## config.mk

```make
export PLATFORM = sky130hd
export DESIGN_NAME = mdio_master
export DESIGN_NICKNAME = d
export VERILOG_FILES = /design/src/rtl/mdio_master_pkg.sv /design/src/rtl/mdio_datapath.sv /design/src/rtl/mdio_ctrl.sv /design/src/rtl/mdio_master.sv
export SDC_FILE = /design/constraint.sdc
export NUM_CORES = 1
export LEC_CHECK = 0
export ABC_CLOCK_PERIOD_IN_PS = 3000
export BUFFER_PORTS_ARGS = -buffer_cell sky130_fd_sc_hd__buf_2
export CORE_MARGIN = 2
export CORE_UTILIZATION = 58
export DETAILED_ROUTE_END_ITERATION = 7
export GPL_ROUTABILITY_DRIVEN = 0
export PLACE_DENSITY = 0.88
export REMOVE_ABC_BUFFERS = 1
export SETUP_SLACK_MARGIN = 0.05
export SYNTH_ARGS = -nofsm -noshare
export SYNTH_HDL_FRONTEND = slang
export SYNTH_SLANG_ARGS = --single-unit
```

## constraint.sdc

```tcl
create_clock -name clk -period 3 [get_ports clk]
set_input_delay 0.15 -clock clk [delete_from_list [all_inputs] [get_ports clk]]
set_output_delay 0.15 -clock clk [all_outputs]
set_load 0.05 [all_outputs]
```

## src/rtl/mdio_master_pkg.sv

```systemverilog
package mdio_master_pkg;
  localparam logic [1:0] ADDR_CTRL  = 2'd0;
  localparam logic [1:0] ADDR_EVENT = 2'd1;
  localparam logic [1:0] ADDR_SPEED = 2'd2;
  localparam logic [1:0] ADDR_DATA  = 2'd3;
  localparam logic [1:0] OP_READ    = 2'b10;

  typedef struct packed {
    logic load;     // accept a command word
    logic advance;  // move to next serial bit (falling MDC)
    logic sample;   // capture MDIO (rising MDC, read data phase)
    logic finish;   // frame complete
  } mdioStrobe_t;
endpackage

```

## src/rtl/mdio_datapath.sv

```systemverilog
module mdio_datapath
  import mdio_master_pkg::*;
#(
  parameter int DATA_W = 32,
  parameter int PRE_LEN = 32,
  parameter int RD_BITS = 16
) (
  input  logic              clk,
  input  logic              rstN,
  input  mdioStrobe_t       strobe,
  input  logic [DATA_W-1:0] cmdWord,
  input  logic              mdioIn,
  output logic [DATA_W-1:0] dataReg,
  output logic              serialBit,
  output logic              isRead
);
  localparam int SHIFT_W = PRE_LEN + DATA_W;

  logic [SHIFT_W-1:0] shiftReg;
  logic [RD_BITS-1:0] capture;

  always_ff @(posedge clk) begin
    if (!rstN) begin
      shiftReg <= '0;
      dataReg  <= '0;
      capture  <= '0;
    end else begin
      if (strobe.load) begin
        shiftReg <= {{PRE_LEN{1'b1}}, cmdWord};
        dataReg  <= cmdWord;
      end else if (strobe.advance) begin
        shiftReg <= {shiftReg[SHIFT_W-2:0], 1'b0};
      end
      if (strobe.sample) begin
        capture <= {capture[RD_BITS-2:0], mdioIn};
      end
      if (strobe.finish && isRead) begin
        dataReg[RD_BITS-1:0] <= capture;
      end
    end
  end

  assign serialBit = shiftReg[SHIFT_W-1];
  assign isRead    = (dataReg[DATA_W-3:DATA_W-4] == OP_READ);
endmodule

```

## src/rtl/mdio_ctrl.sv

```systemverilog
module mdio_ctrl
  import mdio_master_pkg::*;
#(
  parameter int DIV_W = 6,
  parameter int FRAME_BITS = 64,
  parameter int RELEASE_IDX = 47,
  parameter int SAMPLE_FIRST = 48
) (
  input  logic             clk,
  input  logic             rstN,
  input  logic             startReq,
  input  logic             mgmtEn,
  input  logic [DIV_W-1:0] divSet,
  input  logic             isRead,
  input  logic             evtClr,
  output mdioStrobe_t      strobe,
  output logic             busy,
  output logic             mdc,
  output logic             mdioOe,
  output logic             eventFlag
);
  localparam int BIT_W = $clog2(FRAME_BITS);

  logic [DIV_W-1:0] divLatched;
  logic [DIV_W-1:0] divCnt;
  logic [BIT_W-1:0] bitIdx;
  logic accept, halfTick, riseNow, fallNow, lastBit;

  assign accept   = startReq && mgmtEn && (divSet != '0) && !busy;
  assign halfTick = busy && (divCnt == divLatched - DIV_W'(1));
  assign riseNow  = halfTick && !mdc;
  assign fallNow  = halfTick && mdc;
  assign lastBit  = (bitIdx == BIT_W'(FRAME_BITS - 1));

  always_comb begin
    strobe.load    = accept;
    strobe.advance = fallNow && !lastBit;
    strobe.sample  = riseNow && isRead && (bitIdx >= BIT_W'(SAMPLE_FIRST));
    strobe.finish  = fallNow && lastBit;
  end

  always_ff @(posedge clk) begin
    if (!rstN) begin
      busy       <= 1'b0;
      mdc        <= 1'b0;
      divCnt     <= '0;
      divLatched <= '0;
      bitIdx     <= '0;
      eventFlag  <= 1'b0;
    end else begin
      if (accept) begin
        busy       <= 1'b1;
        mdc        <= 1'b0;
        divCnt     <= '0;
        divLatched <= divSet;
        bitIdx     <= '0;
      end else if (busy) begin
        if (halfTick) begin
          divCnt <= '0;
          mdc    <= !mdc;
        end else begin
          divCnt <= divCnt + DIV_W'(1);
        end
        if (strobe.advance) bitIdx <= bitIdx + BIT_W'(1);
        if (strobe.finish)  busy   <= 1'b0;
      end
      if (strobe.finish)  eventFlag <= 1'b1;
      else if (evtClr)    eventFlag <= 1'b0;
    end
  end

  assign mdioOe = busy && !(isRead && (bitIdx >= BIT_W'(RELEASE_IDX)));
endmodule

```

## src/rtl/mdio_master.sv

```systemverilog
module mdio_master
  import mdio_master_pkg::*;
#(
  parameter int DATA_W = 32,
  parameter int DIV_W = 6,
  parameter int PRE_LEN = 32,
  parameter int RD_BITS = 16
) (
  input  logic              clk,
  input  logic              rstN,
  input  logic [1:0]        regAddr,
  input  logic              regWrEn,
  input  logic [DATA_W-1:0] regWrData,
  output logic [DATA_W-1:0] regRdData,
  output logic              mdc,
  output logic              mdioOut,
  output logic              mdioOe,
  input  logic              mdioIn
);
  localparam int FRAME_BITS   = PRE_LEN + DATA_W;
  localparam int SAMPLE_FIRST = FRAME_BITS - RD_BITS;
  localparam int RELEASE_IDX  = SAMPLE_FIRST - 1;

  logic             mgmtEn;
  logic [DIV_W-1:0] divSet;
  logic             busy, eventFlag, isRead, serialBit;
  logic [DATA_W-1:0] dataReg;
  mdioStrobe_t      strobe;
  logic             startReq, evtClr;

  assign startReq = regWrEn && (regAddr == ADDR_DATA);
  assign evtClr   = regWrEn && (regAddr == ADDR_EVENT) && regWrData[0];

  always_ff @(posedge clk) begin
    if (!rstN) begin
      mgmtEn <= 1'b0;
      divSet <= '0;
    end else if (regWrEn) begin
      if (regAddr == ADDR_CTRL)  mgmtEn <= regWrData[0];
      if (regAddr == ADDR_SPEED) divSet <= regWrData[DIV_W:1];
    end
  end

  always_comb begin
    case (regAddr)
      ADDR_CTRL:  regRdData = {{(DATA_W-1){1'b0}}, mgmtEn};
      ADDR_EVENT: regRdData = {{(DATA_W-2){1'b0}}, busy, eventFlag};
      ADDR_SPEED: regRdData = {{(DATA_W-DIV_W-1){1'b0}}, divSet, 1'b0};
      default:    regRdData = dataReg;
    endcase
  end

  mdio_ctrl #(
    .DIV_W(DIV_W), .FRAME_BITS(FRAME_BITS),
    .RELEASE_IDX(RELEASE_IDX), .SAMPLE_FIRST(SAMPLE_FIRST)
  ) u_ctrl (
    .clk(clk), .rstN(rstN), .startReq(startReq), .mgmtEn(mgmtEn),
    .divSet(divSet), .isRead(isRead), .evtClr(evtClr), .strobe(strobe),
    .busy(busy), .mdc(mdc), .mdioOe(mdioOe), .eventFlag(eventFlag)
  );

  mdio_datapath #(
    .DATA_W(DATA_W), .PRE_LEN(PRE_LEN), .RD_BITS(RD_BITS)
  ) u_dp (
    .clk(clk), .rstN(rstN), .strobe(strobe), .cmdWord(regWrData),
    .mdioIn(mdioIn), .dataReg(dataReg), .serialBit(serialBit),
    .isRead(isRead)
  );

  assign mdioOut = serialBit;
endmodule

```

# Word level (Yosys, flattened, before mapping)
# Index checks and enable logic that the tools add are counted.
# Widths: inputs -> output; s select.
[word_totals]
inputBits = 38
ff_bits = 140
[classes]
n_reduce_logical = 30
bitwise_logic = 1
n_mux = 11
addsub = 3
n_eq_ne = 6
n_lt_le_gt_ge = 2
[op_table]
columns = ["operator", "n"]
rows = [
  ["$mux 64", 2],
  ["$pmux 32 s3", 1],
  ["$mux 16", 2],
  ["$logic_and 1x1->1", 16],
  ["$add 6x1->6 const B", 2],
  ["$ge 6x6->1 const B", 2],
  ["$reduce_and 2->1", 4],
  ["$eq 2x2->1 const B", 3],
  ["$eq 6x6->1", 1],
  ["$eq 6x6->1 const B", 1],
  ["$mux 6", 1],
  ["$reduce_bool 2->1", 3],
  ["$reduce_bool 6->1", 1],
  ["$sub 6x1->6 const B", 1],
  ["$mux 1", 5],
  ["$logic_not 1->1", 4],
  ["$eq 2x1->1 const B", 1],
  ["$logic_not 2->1", 1],
  ["$reduce_or 2->1", 1],
  ["$not 1->1", 1],
]

# Longest topological paths before layout
# Gate-level depths: netlist of the first run.
[logic_depth]
word_depth = 8
ltp_mapped = 10
ltp_nobuf = 8

# By module
# A second synthesis of the first run with hierarchy kept.
[unflattened]
hier_cells = 647
area_unflattened_um2 = 6359.8
[by_module_without_submodules]
columns = ["module", "n_inst", "seq_area_each_um2", "area_per_inst_um2", "cells_per_inst"]
rows = [
  ["mdio_datapath", 1, 2242.2, 4578.1, 426],
  ["mdio_ctrl", 1, 420.4, 1154.9, 139],
  ["mdio_master", 1, 140.1, 626.9, 82],
]

# Least setup slack after synthesis of the first run
# OpenSTA, ideal clock, no wires.
[synth_path]
kind = "register to register"
startpoint = "register u_ctrl.divLatched[0]"
endpoint = "register u_ctrl.bitIdx[3]"
t_required_ps = 2928
path_stages_with_launch = 10
path_slack_ps = 802
t_arrival_ps = 2126
path_cell_list = "dfxtp_1 inv_1 ha_1 xor2_1 nand4_1 a211oi_2 nand2_2 buf_6 or4_1 a21oi_1"
[synth_via]
elab_chain_len = 6
[synth_rtl]
columns = ["element", "line", "source"]
rows = [
  ["from (decl)", "mdio_ctrl.sv:24", "logic [DIV_W-1:0] divLatched;"],
  ["from (signal assigned)", "mdio_ctrl.sv:55", "divLatched <= divSet;"],
  ["$sub 6x1->6", "mdio_ctrl.sv:30", "assign halfTick = busy && (divCnt == divLatched - DIV_W'(1));"],
  ["$eq 6x6->1", "mdio_ctrl.sv:30", ""],
  ["$logic_and 1x1->1", "mdio_ctrl.sv:30", ""],
  ["$logic_and 1x1->1", "mdio_ctrl.sv:32", "assign fallNow = halfTick && mdc;"],
  ["$logic_and 1x1->1", "mdio_ctrl.sv:37", "strobe.advance = fallNow && !lastBit;"],
  ["$reduce_and 2->1 (no line)", "-", ""],
  ["to (signal assigned)", "mdio_ctrl.sv:64", "if (strobe.advance) bitIdx <= bitIdx + BIT_W'(1);"],
  ["to (decl)", "mdio_ctrl.sv:26", "logic [BIT_W-1:0] bitIdx;"],
]
# No other way between the ends.
# A chain may end at the register's enable or synchronous reset.

# Worst setup path in the final report of the first run
[layout_path]
startpoint = "register u_ctrl.divLatched[0]"
endpoint = "register u_dp.shiftReg[17]"
[layout_via]
elab_chain_len = 6
[layout_rtl]
columns = ["element", "line", "source"]
rows = [
  ["$sub 6x1->6", "mdio_ctrl.sv:30", ""],
  ["$eq 6x6->1", "mdio_ctrl.sv:30", ""],
  ["$logic_and 1x1->1", "mdio_ctrl.sv:30", ""],
  ["$logic_and 1x1->1", "mdio_ctrl.sv:32", ""],
  ["$logic_and 1x1->1", "mdio_ctrl.sv:37", ""],
  ["$reduce_bool 2->1 (no line)", "-", ""],
  ["to (signal assigned)", "mdio_datapath.sv:29", "shiftReg <= {{PRE_LEN{1'b1}}, cmdWord};"],
  ["to (signal assigned)", "mdio_datapath.sv:32", "shiftReg <= {shiftReg[SHIFT_W-2:0], 1'b0};"],
  ["to (decl)", "mdio_datapath.sv:19", "logic [SHIFT_W-1:0] shiftReg;"],
]
# No other way between the ends.

==> qor.yml, run 1 <==
clock_network:
  clock_path_buffers: 2
  cts_setup_buffers: 0
  clk_root_buffer_cell: "clkbuf_8"
  ctsHtreeMaxLevel: 4
  clk_latency_ps: 530
  tritoncts: "done"
  cts_sinks: 140
  cts_made_buffers: 17
  holdBufCountCts: 32
  cts.clk_slew.worst_paths_ps: 60
  ctsResizeCount: 0
pwr:
  power_switching_share_pct: 20.4
  p_switching_uw: 888
  leakagePower_nw: 2.97
  p_per_area_nw_per_um2: 583
  peakVddDrop_mv: 0.488
  power.share.clock_pct: 53.3
  p_total_mw: 4.36
  p_seq_share_pct: 43.0
  combPwrFrac_pct: 3.8
  p_int_mw: 3.47
global_routing:
  grt-ovfl-total: 0
  antenna_found_initial: 0
  grt_max_degree: 65
  grt_pass1_wl_um: 27500
  grt_pass1_vias: 5740
  grt_usage_pct: 30.4
final_layout:
  area_growth_pct: 22.1
  final_area_um2: 7480
  fin_nets: 841
  drive_gt1_share_pct: 17.7
  diodes: 0
logic_synthesis:
  yosys_warnings: 0
  syn-instance-count: 733
  ys_types: 41
  syn_area_um2: 6130
  synth_edf_count: 0
  ys_seq_elements: 140
  synth_flop_cell: "dfxtp_1"
  async_reset_ff_share_pct: 0
  avgSynthCellArea_um2: 8.36
  yosysSeqAreaShare_pct: 45.8
route:
  viasPerCell: 6.37
  drtAntennaViolNets: 0
  postRouteWirelength_um: 17100
  num_vias: 6046
  first_iter_violations: 668
  wire_per_inst_um: 18.0
  drt_pass1_iterations: 7
  drc: 0
min_path:
  whs_path_depth: 3
  hold_class: "in -> reg"
timing:
  max_freq_mhz: 380
  fin_crit_sh_pct: 87.7
  finalClockSkew_ps: 6.54
  hold_ws_ps: 21.7
  setup_viol: 0
  period_minus_slack_ps: 2630
  max_slew_margin_pct: 25.1
  fin_ws_ps: 370
  drv_slew: 0
  worst_pin_slew_ps: 1120
  hold_violations: 0
  rsz0062_at_grt: "false"
placement:
  port_buffers: 72
  pre_cts_ws_ps: 449
  placed_cell_area_um2: 6500
  hpwl_um: 9510
critical_path:
  cp-end-kind: "flip-flop"
  critPathKind: "reg -> reg"
  reg2reg_depth: 9
  crit_arrival_ps: 3080
  critPathMaxFanout: 51
  cp.required_ps: 3450
  cp-start-kind: "flip-flop"
run:
  cap_viol_max_count: 0
floorplanning:
  io_pins: 73
  die-area_um2: 11400
  die_y_um: 107
  core_area_um2: 10300
  die_x_um: 107
  fp-row-count: 37
  initial_core_util_pct: 59.6
outcome:
  outcome: "complete, no violations"
[state kept, by name, indices dropped and copies added, names as in the netlist]
| signal | cells |
|---|---|
| divSet | 6 |
| mgmtEn | 1 |
| u_ctrl.bitIdx | 6 |
| u_ctrl.busy | 1 |
| u_ctrl.divCnt | 6 |
| u_ctrl.divLatched | 6 |
| u_ctrl.eventFlag | 1 |
| u_ctrl.mdc | 1 |
| u_dp.capture | 16 |
| u_dp.dataReg | 32 |
| u_dp.shiftReg | 64 |
[synth_stat cells (all sizes together), types with 4 or more instances]
| library cell | count | area share [%] |
|---|---|---|
| nor2 | 20 | 1.2 |
| nor3 | 4 | 0.33 |
| mux2 | 17 | 3.1 |
| a21oi | 64 | 5.2 |
| nand2 | 67 | 4.1 |
| dfxtp | 140 | 46 |
| o21ai | 114 | 9.3 |
| nand4 | 5 | 0.51 |
| buf | 23 | 1.8 |
| clkbuf | 49 | 3.0 |
| xor2 | 8 | 1.1 |
| nand3 | 56 | 4.6 |
| nor2b | 7 | 0.71 |
| and2 | 4 | 0.41 |
| mux2i | 29 | 4.7 |
| inv | 4 | 0.25 |
| and3 | 27 | 2.8 |
| a31oi | 63 | 6.4 |
[final timing paths]
kind / slack, ps / to / startpoint
worst min register to register: 450 / u_dp.dataReg[16] / u_dp.dataReg[16]
worst max register to register: 370 / u_dp.shiftReg[17] / u_ctrl.divLatched[0]
worst max-delay path: 370 / u_dp.shiftReg[17] / u_ctrl.divLatched[0]
worst min-delay path: 20 / u_dp.shiftReg[12] / regWrData[12]
[placed cells by master, fill, tap and decap left out, types with 4 or more instances in the layout]
cell type and count:
a21oi_1 64, a31oi_1 63, and3_1 26, buf_2 72, buf_4 15, bufinv_16 6
clkbuf_16 16, dfxtp_1 140, dlygate4sd3_1 32, mux2_2 17, mux2i_1 29, nand2_1 65
nand3_1 55, nand4_1 5, nor2_1 20, nor2b_1 7, nor3_1 4, o21ai_0 114
xor2_1 8
[metal layers]
metal	vias up	part of all wire (%)	global-route usage, %
met5	-	0	0
met4	0	3.5	16.4
met3	55	6.8	7.23
met2	290	51	50.7
met1	2916	39	36.1
li1	2785	-	-
[worst max-delay path: stages, from the launching register on]
cell	delay [ps]
dfxtp_1	410
inv_1	70
ha_1	310
xor2_1	200
nand4_1	130
a211oi_2	350
and2_2	420
buf_12	270
a31oi_1	160
a21oi_1	220
[kinds of logic (layout without fill, tap and decap cells)]
group	Yosys count	after routing	synth area share, %
compound gates	256	256	23.2
simple gates	201	201	16.0
flops	140	140	45.8
buf+inv	76	156	5.09
mux	46	46	7.86
xor+xnor	11	11	1.57
fa+ha+maj	3	3	0.613
[power groups by stage]
stage / Clock (mW) / Combinational (mW) / Sequential [mW]
floorplan: 0 / 0.0480 / 1.91
global placement: 0 / 0.122 / 1.91
detailed placement: 0 / 0.126 / 1.91
CTS: 2.34 / 0.159 / 1.87
global route: 2.42 / 0.175 / 1.87
finish: 2.32 / 0.164 / 1.87
[layout make-up]
class	instances	area, um^2
Timing Repair Buffer	120	813
Clock inverter	12	218
Multi-Input combinational cell	517	3020
Tap cell	136	170
Clock buffer	20	435
Fill cell	714	2800
Inverter	4	15.0
Sequential cell	140	2800
[per-stage QoR]
step	instances	setup TNS [ps]	util (%)
floorplan	661	-1930	-
global placement	885	0	63.3
detailed placement	885	0	63.3
CTS	949	0	72.8
global route	949	0	72.8
finish	949	0	72.8
Note: power is estimated with default switching activity, not from simulation.
==> run 2, diff against run 1 <==
CORE_UTILIZATION = 60   (was 58)
CTS_BUF_LIST = sky130_fd_sc_hd__clkbuf_8   (was unset)
GPL_ROUTABILITY_DRIVEN = unset   (was 0)
PLACE_DENSITY = 0.91   (was 0.88)
==> run 2 against run 1 <==
Effect of this change:
- worst setup slack got worse by 7.4 ps
- largest cell class unchanged
- largest power group is now registers
- non-clock buffer count fell by 8
- critical path type unchanged
- first-iteration DRC count fell by 4.2%
==> qor.yml, run 2 (synthesis gave the netlist of run 1 again) <==
final_layout:
  largest_reg_flops: 64
  drive_gt1_share_pct: 18.1
  reg_top3: "u_dp.shiftReg (64), u_dp.dataReg (32), u_dp.capture (16)"
  layout_commonest_cell: "dfxtp_1"
  area_growth_pct: 17.2
  regMostFlops: "u_dp.shiftReg"
  final_cell_mix: "140 x dfxtp_1, 114 x o21ai_0, 72 x buf_2"
  diodes: 0
  final_area_um2: 7180
  fin_nets: 833
global_routing:
  met1_usage_pct: 37.6
  grt-ovfl-total: 0
  grt_use_met3_pct: 6.30
  grt_max_degree: 65
  use_met2_pct: 50.3
  grt_pass1_wl_um: 27400
  busiest_layer: "met2"
  grt_pass1_vias: 5638
  grt_usage_pct: 30.3
  antenna_found_initial: 0
timing:
  hold_violations: 0
  fin_crit_sh_pct: 87.9
  worst_pin_slew_ps: 1090
  rsz0062_at_grt: "false"
  max_freq_mhz: 379
  drv_slew: 0
  finalClockSkew_ps: 11.3
  hold_ws_ps: 36.7
  max_slew_margin_pct: 27.1
  fin_tns_setup_ps: 0
  period_minus_slack_ps: 2640
  setup_viol: 0
floorplanning:
  core_area_um2: 9860
  die_y_um: 105
  die-area_um2: 11000
  initial_core_util_pct: 62.1
  fp-row-count: 36
  die_x_um: 105
  io_pins: 73
min_path:
  min-delay-start: "regWrData[7]"
  whs_path_depth: 3
  hold_class: "in -> reg"
  min_to: "u_dp.shiftReg[7]"
critical_path:
  reg2reg_slack_ps: 360
  cp-start-kind: "flip-flop"
  timing.rr.end: "u_dp.shiftReg[53]"
  cp.required_ps: 3290
  critPathMaxFanout: 31
  crit_arrival_ps: 2930
  cp-end-kind: "flip-flop"
  critPathLaunch: "u_ctrl.divLatched[0]"
  r2r_start: "u_ctrl.divLatched[0]"
  reg2reg_depth: 9
  critPathKind: "reg -> reg"
pwr:
  p_per_area_nw_per_um2: 520
  peakVddDrop_mv: 0.286
  leakagePower_nw: 2.84
  p_total_mw: 3.73
clock_network:
  tritoncts: "done"
  cts_sinks: 140
  clk_root_buffer_cell: "clkbuf_8"
  cts_made_buffers: 17
  clock_path_buffers: 2
  ctsResizeCount: 0
  cts.clk_slew.worst_paths_ps: 80
  ctsHtreeMaxLevel: 4
  clk_latency_ps: 460
run:
  cap_viol_max_count: 0
route:
  drt_pass1_iterations: 5
  viasPerCell: 6.34
  num_vias: 5946
  postRouteWirelength_um: 16400
  drc: 0
  drtAntennaViolNets: 0
  first_iter_violations: 640
  wire_per_inst_um: 17.5
placement:
  gp_congestion: 0.899
  port_buffers: 72
  hpwl_um: 9450
  placed_cell_area_um2: 6490
outcome:
  outcome: "complete, no violations"
[run 2: how the worst max path moves through the flow]
stage | to | cells after the start | slack, ps
finish | u_dp.shiftReg[53] | 9 | 360
global route | u_dp.shiftReg[37] | 9 | 140
CTS | u_dp.shiftReg[53] | 9 | 420
detailed placement | u_dp.shiftReg[52] | 9 | 480
global placement | u_ctrl.bitIdx[5] | 8 | 610
floorplan | u_dp.dataReg[12] | 6 | -120
[run 2: what timing repair did]
item	4_1_cts	5_1_grt
endpoints found under the hold margin	28	0
setup buffers	0	0
hold buffers	24	0
[run 2: worst max-delay path: stages (launching register included)]
cell and delay (ps):
dfxtp_1 410, inv_1 70, ha_1 300, xor2_1 200
nand4_1 140, a211oi_2 320, nand2_2 330, buf_4 340
o21ai_0 250, a21oi_1 110
[run 2: power breakdown]
| part | switching, mW | internal (mW) | total [mW] |
|---|---|---|---|
| registers | 0.00564 | 1.86 | 1.87 |
| logic | 0.0945 | 0.0612 | 0.156 |
| clock network | 0.754 | 0.953 | 1.71 |
| total | 0.854 | 2.88 | 3.73 |
[run 2: final cells by class]
type                    count  area, um^2
clock buffers              19         262
clock inverters            13         190
fillers                   703        2690
inverters                   4        15.0
multi-input cells         517        3020
flip-flops and latches    140        2800
well taps                 133         166
repair buffers            112         721
[run 2: layer usage]
layer	part of all wire, %	wire [um]	vias up
li1	-	-	2762
met1	41	6800	2817
met2	49	8060	313
met3	6.4	1050	54
met4	3.0	487	0
met5	0	0	-
[run 2: through the flow]
step,util (%),instances,setup WS (ps)
after global placement,65.8,882,606
final,72.8,938,363
after global routing,72.8,938,140
after detailed placement,65.8,882,478
after CTS,72.8,938,416
after floorplan,-,661,-122
